`src/rtl/irq_seq_pkg.sv`:
```
package irq_seq_pkg;
  typedef enum logic [1:0] {
    ST_IDLE = 2'd0,
    ST_VEC  = 2'd1,
    ST_SR   = 2'd2,
    ST_PC   = 2'd3
  } seq_st_t;
endpackage

```
`src/rtl/irq_seq_stack.sv`:
```
module irq_seq_stack #(
  parameter int AW = 32,
  parameter int STEP_BYTES = 4,
  parameter logic [AW-1:0] SP_RESET = '0
) (
  input  logic          clk,
  input  logic          rst,
  input  logic          dec,
  output logic [AW-1:0] sp
);
  localparam logic [AW-1:0] STEP = AW'(STEP_BYTES);

  always_ff @(posedge clk) begin
    if (rst)      sp <= SP_RESET;
    else if (dec) sp <= sp - STEP;
  end
endmodule

```
`src/rtl/irq_seq_ctrl.sv`:
```
module irq_seq_ctrl
  import irq_seq_pkg::*;
#(
  parameter int AW = 32,
  parameter int DW = 32,
  parameter int VEC_W = 8,
  parameter int LW = 4,
  parameter int MASK_LSB = 4,
  parameter logic [AW-1:0] VEC_BASE = '0
) (
  input  logic             clk,
  input  logic             rst,
  input  logic             irq_req,
  input  logic [LW-1:0]    irq_level,
  input  logic [VEC_W-1:0] irq_vec,
  input  logic             dec_valid,
  input  logic [AW-1:0]    dec_pc,
  input  logic [DW-1:0]    sr_in,
  input  logic             mem_rdy,
  input  logic [DW-1:0]    mem_rdata,
  input  logic [AW-1:0]    sp,
  output logic             sp_dec,
  output logic             squash,
  output logic             busy,
  output logic             mem_req,
  output logic             mem_we,
  output logic [AW-1:0]    mem_addr,
  output logic [DW-1:0]    mem_wdata,
  output logic             sr_wr_en,
  output logic [DW-1:0]    sr_wr_data,
  output logic             pc_load,
  output logic [AW-1:0]    pc_target,
  output logic             irq_ack
);
  localparam int STEP_BYTES = DW / 8;
  localparam logic [AW-1:0] STEP = AW'(STEP_BYTES);
  localparam logic [DW-1:0] LVL_ONES = {{(DW-LW){1'b0}}, {LW{1'b1}}};
  localparam logic [DW-1:0] MASK_FIELD = LVL_ONES << MASK_LSB;

  seq_st_t st;
  logic [LW-1:0] lvl_q;
  logic [DW-1:0] sr_q;
  logic [AW-1:0] pc_q;
  logic          done;
  logic          take;

  assign done   = mem_req & mem_rdy;
  assign take   = (st == ST_IDLE) & dec_valid & irq_req;
  assign squash = take;
  assign busy   = (st != ST_IDLE);
  assign sp_dec = done & ((st == ST_VEC) | (st == ST_SR));

  always_ff @(posedge clk) begin
    if (rst) begin
      st         <= ST_IDLE;
      lvl_q      <= '0;
      sr_q       <= '0;
      pc_q       <= '0;
      mem_req    <= 1'b0;
      mem_we     <= 1'b0;
      mem_addr   <= '0;
      mem_wdata  <= '0;
      sr_wr_en   <= 1'b0;
      sr_wr_data <= '0;
      pc_load    <= 1'b0;
      pc_target  <= '0;
      irq_ack    <= 1'b0;
    end else begin
      sr_wr_en <= 1'b0;
      pc_load  <= 1'b0;
      irq_ack  <= 1'b0;
      case (st)
        ST_IDLE: if (take) begin
          lvl_q    <= irq_level;
          sr_q     <= sr_in;
          pc_q     <= dec_pc;
          mem_req  <= 1'b1;
          mem_we   <= 1'b0;
          mem_addr <= VEC_BASE + AW'(irq_vec) * STEP;
          st       <= ST_VEC;
        end
        ST_VEC: if (done) begin
          pc_target <= AW'(mem_rdata);
          mem_we    <= 1'b1;
          mem_addr  <= sp - STEP;
          mem_wdata <= sr_q;
          st        <= ST_SR;
        end
        ST_SR: if (done) begin
          sr_wr_en   <= 1'b1;
          sr_wr_data <= (sr_q & ~MASK_FIELD) | (DW'(lvl_q) << MASK_LSB);
          mem_addr   <= sp - STEP;
          mem_wdata  <= DW'(pc_q);
          st         <= ST_PC;
        end
        ST_PC: if (done) begin
          mem_req <= 1'b0;
          mem_we  <= 1'b0;
          pc_load <= 1'b1;
          irq_ack <= 1'b1;
          st      <= ST_IDLE;
        end
        default: st <= ST_IDLE;
      endcase
    end
  end
endmodule

```
`src/rtl/irq_entry_seq.sv`:
```
module irq_entry_seq #(
  parameter int AW = 32,
  parameter int DW = 32,
  parameter int VEC_W = 8,
  parameter int MASK_LSB = 4,
  parameter logic [AW-1:0] VEC_BASE = '0,
  parameter logic [AW-1:0] SP_RESET = 32'h0000_1000
) (
  input  logic             clk,
  input  logic             rst,
  input  logic             irq_req,
  input  logic [3:0]       irq_level,
  input  logic [VEC_W-1:0] irq_vec,
  input  logic             dec_valid,
  input  logic [AW-1:0]    dec_pc,
  input  logic [DW-1:0]    sr_in,
  output logic             squash,
  output logic             busy,
  output logic             mem_req,
  output logic             mem_we,
  output logic [AW-1:0]    mem_addr,
  output logic [DW-1:0]    mem_wdata,
  input  logic             mem_rdy,
  input  logic [DW-1:0]    mem_rdata,
  output logic [AW-1:0]    sp_out,
  output logic             sr_wr_en,
  output logic [DW-1:0]    sr_wr_data,
  output logic             pc_load,
  output logic [AW-1:0]    pc_target,
  output logic             irq_ack
);
  localparam int STEP_BYTES = DW / 8;
  logic sp_dec;

  irq_seq_stack #(
    .AW(AW), .STEP_BYTES(STEP_BYTES), .SP_RESET(SP_RESET)
  ) u_stack (
    .clk(clk), .rst(rst), .dec(sp_dec), .sp(sp_out)
  );

  irq_seq_ctrl #(
    .AW(AW), .DW(DW), .VEC_W(VEC_W), .LW(4),
    .MASK_LSB(MASK_LSB), .VEC_BASE(VEC_BASE)
  ) u_ctrl (
    .clk(clk), .rst(rst),
    .irq_req(irq_req), .irq_level(irq_level), .irq_vec(irq_vec),
    .dec_valid(dec_valid), .dec_pc(dec_pc), .sr_in(sr_in),
    .mem_rdy(mem_rdy), .mem_rdata(mem_rdata),
    .sp(sp_out), .sp_dec(sp_dec),
    .squash(squash), .busy(busy),
    .mem_req(mem_req), .mem_we(mem_we), .mem_addr(mem_addr), .mem_wdata(mem_wdata),
    .sr_wr_en(sr_wr_en), .sr_wr_data(sr_wr_data),
    .pc_load(pc_load), .pc_target(pc_target), .irq_ack(irq_ack)
  );
endmodule

```
`config.mk`:
```
export PLATFORM = sky130hd
export DESIGN_NAME = irq_entry_seq
export DESIGN_NICKNAME = d
export VERILOG_FILES = /design/src/rtl/irq_seq_pkg.sv /design/src/rtl/irq_seq_stack.sv /design/src/rtl/irq_seq_ctrl.sv /design/src/rtl/irq_entry_seq.sv
export SDC_FILE = /design/constraint.sdc
export NUM_CORES = 1
export LEC_CHECK = 0
export BUFFER_PORTS_ARGS = -buffer_cell sky130_fd_sc_hd__buf_2
export CELL_PAD_IN_SITES_DETAIL_PLACEMENT = 1
export CELL_PAD_IN_SITES_GLOBAL_PLACEMENT = 1
export CORE_AREA = 2 2 155 157
export CTS_CLUSTER_SIZE = 28
export DETAILED_ROUTE_END_ITERATION = 10
export DIE_AREA = 0 0 157 159
export PLACE_DENSITY = 0.84
export SKIP_LAST_GASP = 1
export SYNTH_ARGS = -nofsm -noshare
export SYNTH_HDL_FRONTEND = slang
export SYNTH_SLANG_ARGS = --single-unit
```
`constraint.sdc`:
```
create_clock -name clk -period 5.4 [get_ports clk]
set_input_delay 0.27 -clock clk [delete_from_list [all_inputs] [get_ports clk]]
set_output_delay 0.27 -clock clk [all_outputs]
set_load 0.01 [all_outputs]
```
==> summary.md <==
| Metric | Value |
|---|---|
| Status | complete, no violations |
| Via count | 9223 |
| Die W | 157 um |
| Antenna viol nets, final | 0 |
| Worst Path Arrival | 3.79 ns |
| Worst Tran Pin Value | 1.100 ns |
| Req. time, crit path | 5.83 ns |
| Final min period | 3.365 ns |
| Dpl cell area | 10690 sq um |
| Routed len/inst | 18.76 um |
| Final HPWL DP | 18910 um |
| H-tree levels | 1 |
| Count of final hold-check violations | 0 |
| Synth top area share | 50.35% |
| Cells along the critical path | inv_1 > ha_1 > nand3_1 > nor3_1 > nand2b_1 > o21ai_0 |
| Yosys top cell by area | dfxtp_1 |
| Setup TNS | 0 ns |
| Drt first pass iters | 4 |
| GR Overflow Total | 0 |
| Count leader, synth | nand2_1 |
| Switching pwr | 1.939 mW |
| Max-cap violations | 0 |
| Worst path buffer plus inverter count | 1 |
| Worst min path class | in2reg |
| Area growth syn-to-layout | 37.35% |
| Largest net degree at the start of global routing | 124 |
| Main synth FF type | dfxtp_1 |
| Cells after synthesis | 1112 |
| I/O pin count | 280 |
| Setup crit start kind | flop |
| Syn_area_per_cell | 8.224 sq um |
| Drt drc | 0 |
| Total CTS buffers | 26 |
| List of most frequent post-synthesis cells | 303 x nand2_1, 230 x dfxtp_1, 148 x a21oi_1, 83 x nor2_1, 74 x clkbuf_1 |
| Initial antenna violation count | 3 |
| Synthesized area | 9145 sq um |
| Port Buffers | 275 |
| Maximum vdd ir drop | 303.0 uV |
| Hold path depth | 3 |
| Fin area | 12560 sq um |
| Clock Tree Root | clkbuf_16 |
| NumNets Final | 1557 |
| Final Wtd Congestion | 0.8323 |
| Slowest stage cell on the critical path | nand3_1 |
| DR vias/cell | 5.187 |
| Hold_ws | 0.01363 ns |
| # rows | 56 |
| Clock Latency Late Sink | 0.53 ns |
| CTS tree | done |
| Clk buf depth | 3 |
| Number of flops mapped to enable cells by yosys | 0 |
| Fraction of layout cells with a size suffix above 1 | 24.18% |
| CTS sink count | 230 |
| Cells on worst reg2reg path | 6 |
| CTS clock-pin slew for the worst setup and hold paths | 0.06 ns |
| Cell variety after synth | 48 |
| Vias in the first global route | 9936 |
| Leak | 5.149 nW |
| Seq/Total Area, Yosys | 50.35% |
| Top cells by area, synth | dfxtp_1 50%, nand2_1 12%, a21oi_1 8.1%, mux2i_1 3.6%, xnor2_1 3.5% |
| Sequential Power Share | 37.7% |
| Worst rel slew slack | 26.22% |
| Global-route wire length before repair | 52100 um |
| Net Sw Frac | 34.37% |
| GRT Overall Usage | 25.87% |
| Die H | 159 um |
| CP endpoint kind | flop |
| Setup Skew | 0.01536 ns |
| Tcrit/Tclk final | 62.31% |
| Initial DRC count | 389 |
| Synth Register Bits | 230 |
| CP max FO | 25 |
| Number of gates resized after cts | 0 |
| Total power draw | 5.641 mW |
| P_int | 3.702 mW |
| Yosys warns | 0 |
| Final setup vio count | 0 |
| RSZ-0062 raised after global routing | no |
| Fmax | 297.2 MHz |
| CP delay by family, top | simple AND/OR/NAND/NOR gates |
| Starting Density | 39.43% |
| Die area | 24960 sq um |
| Clock Power Share | 33.7% |
| Ys async rst share | 0% |
| Total wire length | 33350 um |
| Levels on crit path | 6 |
| Slew Viols, Final | 0 |
| CP peak stage delay | 0.74 ns |
| Final core utilization | 54.16% |
| Pwr Density | 449.1 nW/um^2 |
| Setup CP Type | reg2reg |
| Core box area | 23190 sq um |
| Logic pwr share | 28.7% |
[layer usage]
metal / up-vias / track usage [%] / routed length, um
met5: - / 0 / 0
met4: 0 / 10.55 / 1313
met3: 85 / 6.097 / 2238
met2: 324 / 46.83 / 16780
met1: 4436 / 28.86 / 13020
li1: 4378 / - / -
[cells by family (layout without fill, tap and decap cells)]
kind of cell	Yosys count	count (layout)	synth area share (%)
xor gates and xnor gates	50	50	4.789
muxes	33	33	3.612
DFF	230	230	50.35
AOI/OAI and AO/OA	223	223	13.65
adders and majority gates	7	7	0.9577
other	1	7	0.04101
buffers and inverters	93	434	4.118
and+or+nand+nor	475	475	22.48
[cell usage in the layout (no fill, tap or decap), types with 5 or more instances in the layout]
master and count:
nand2b_1 6, inv_1 5, clkinv_2 6, o21ai_0 13, dlygate4sd3_1 94, buf_4 11
clkbuf_16 27, nand2_1 303, buf_2 274, or3_1 5, o21ai_1 12, nand3_1 10
ha_1 6, xnor2_1 37, nor2_1 83, a211oi_1 37, mux2i_1 33, xor2_1 13
a21oi_1 147, nor4_1 19, dfxtp_1 230, nor3_1 20
[final timing paths]
path | from | endpoint | slack, ns
worst max register to register | u_ctrl.st[1] | u_ctrl.mem_addr[13] | 2.04
worst max-delay path | u_ctrl.st[1] | u_ctrl.mem_addr[13] | 2.04
worst min register to register | u_ctrl.mem_addr[20] | u_ctrl.mem_addr[20] | 0.45
worst min-delay path | sr_in[23] | u_ctrl.sr_q[23] | 0.01
[tightest hold or removal path, stage by stage]
cell	delay, ns
buf_2	0.09
nand2_1	0.06
a21oi_1	0.07
[stage by stage]
| stage | worst slack (ns) | instances |
|---|---|---|
| CTS | 1.978 | 1775 |
| global route | 1.672 | 1778 |
| finish | 2.035 | 1778 |
| global placement | 2.324 | 1634 |
| detailed placement | 2.077 | 1634 |
| floorplan | 3.227 | 1115 |
[flip-flops by register name (all words and copies together) (netlist names), 2 cells and up]
name,flops
u_ctrl.lvl_q,4
u_ctrl.mem_addr,30
u_ctrl.mem_wdata,32
u_ctrl.pc_q,32
u_ctrl.pc_target,32
u_ctrl.sr_q,32
u_ctrl.sr_wr_data,32
u_ctrl.st,2
u_stack.sp,30
[power groups by stage]
stage               sequential (mW)  clock [mW]  combinational (mW)
floorplan                      2.20           0               0.928
global placement               2.13           0                1.48
detailed placement             2.15           0                1.52
CTS                            2.11        1.92                1.60
global route                   2.15        2.01                1.78
finish                         2.12        1.90                1.62
[layout make-up]
class	instances	area, sq um
Inverter	7	26.28
Tap cell	319	399.1
Fill cell	2776	10630
Timing Repair Buffer	380	2406
Antenna cell	3	7.507
Sequential cell	230	4604
Clock buffer	32	734.5
Clock inverter	15	188.9
Multi-Input combinational cell	792	4194
[timing repair]
item | in CTS | in global routing
buffers inserted | 0 | 0
hold buffers | 94 | 0
hold endpoints to repair | 94 | 0
Note: power is estimated with default switching activity, not from simulation.
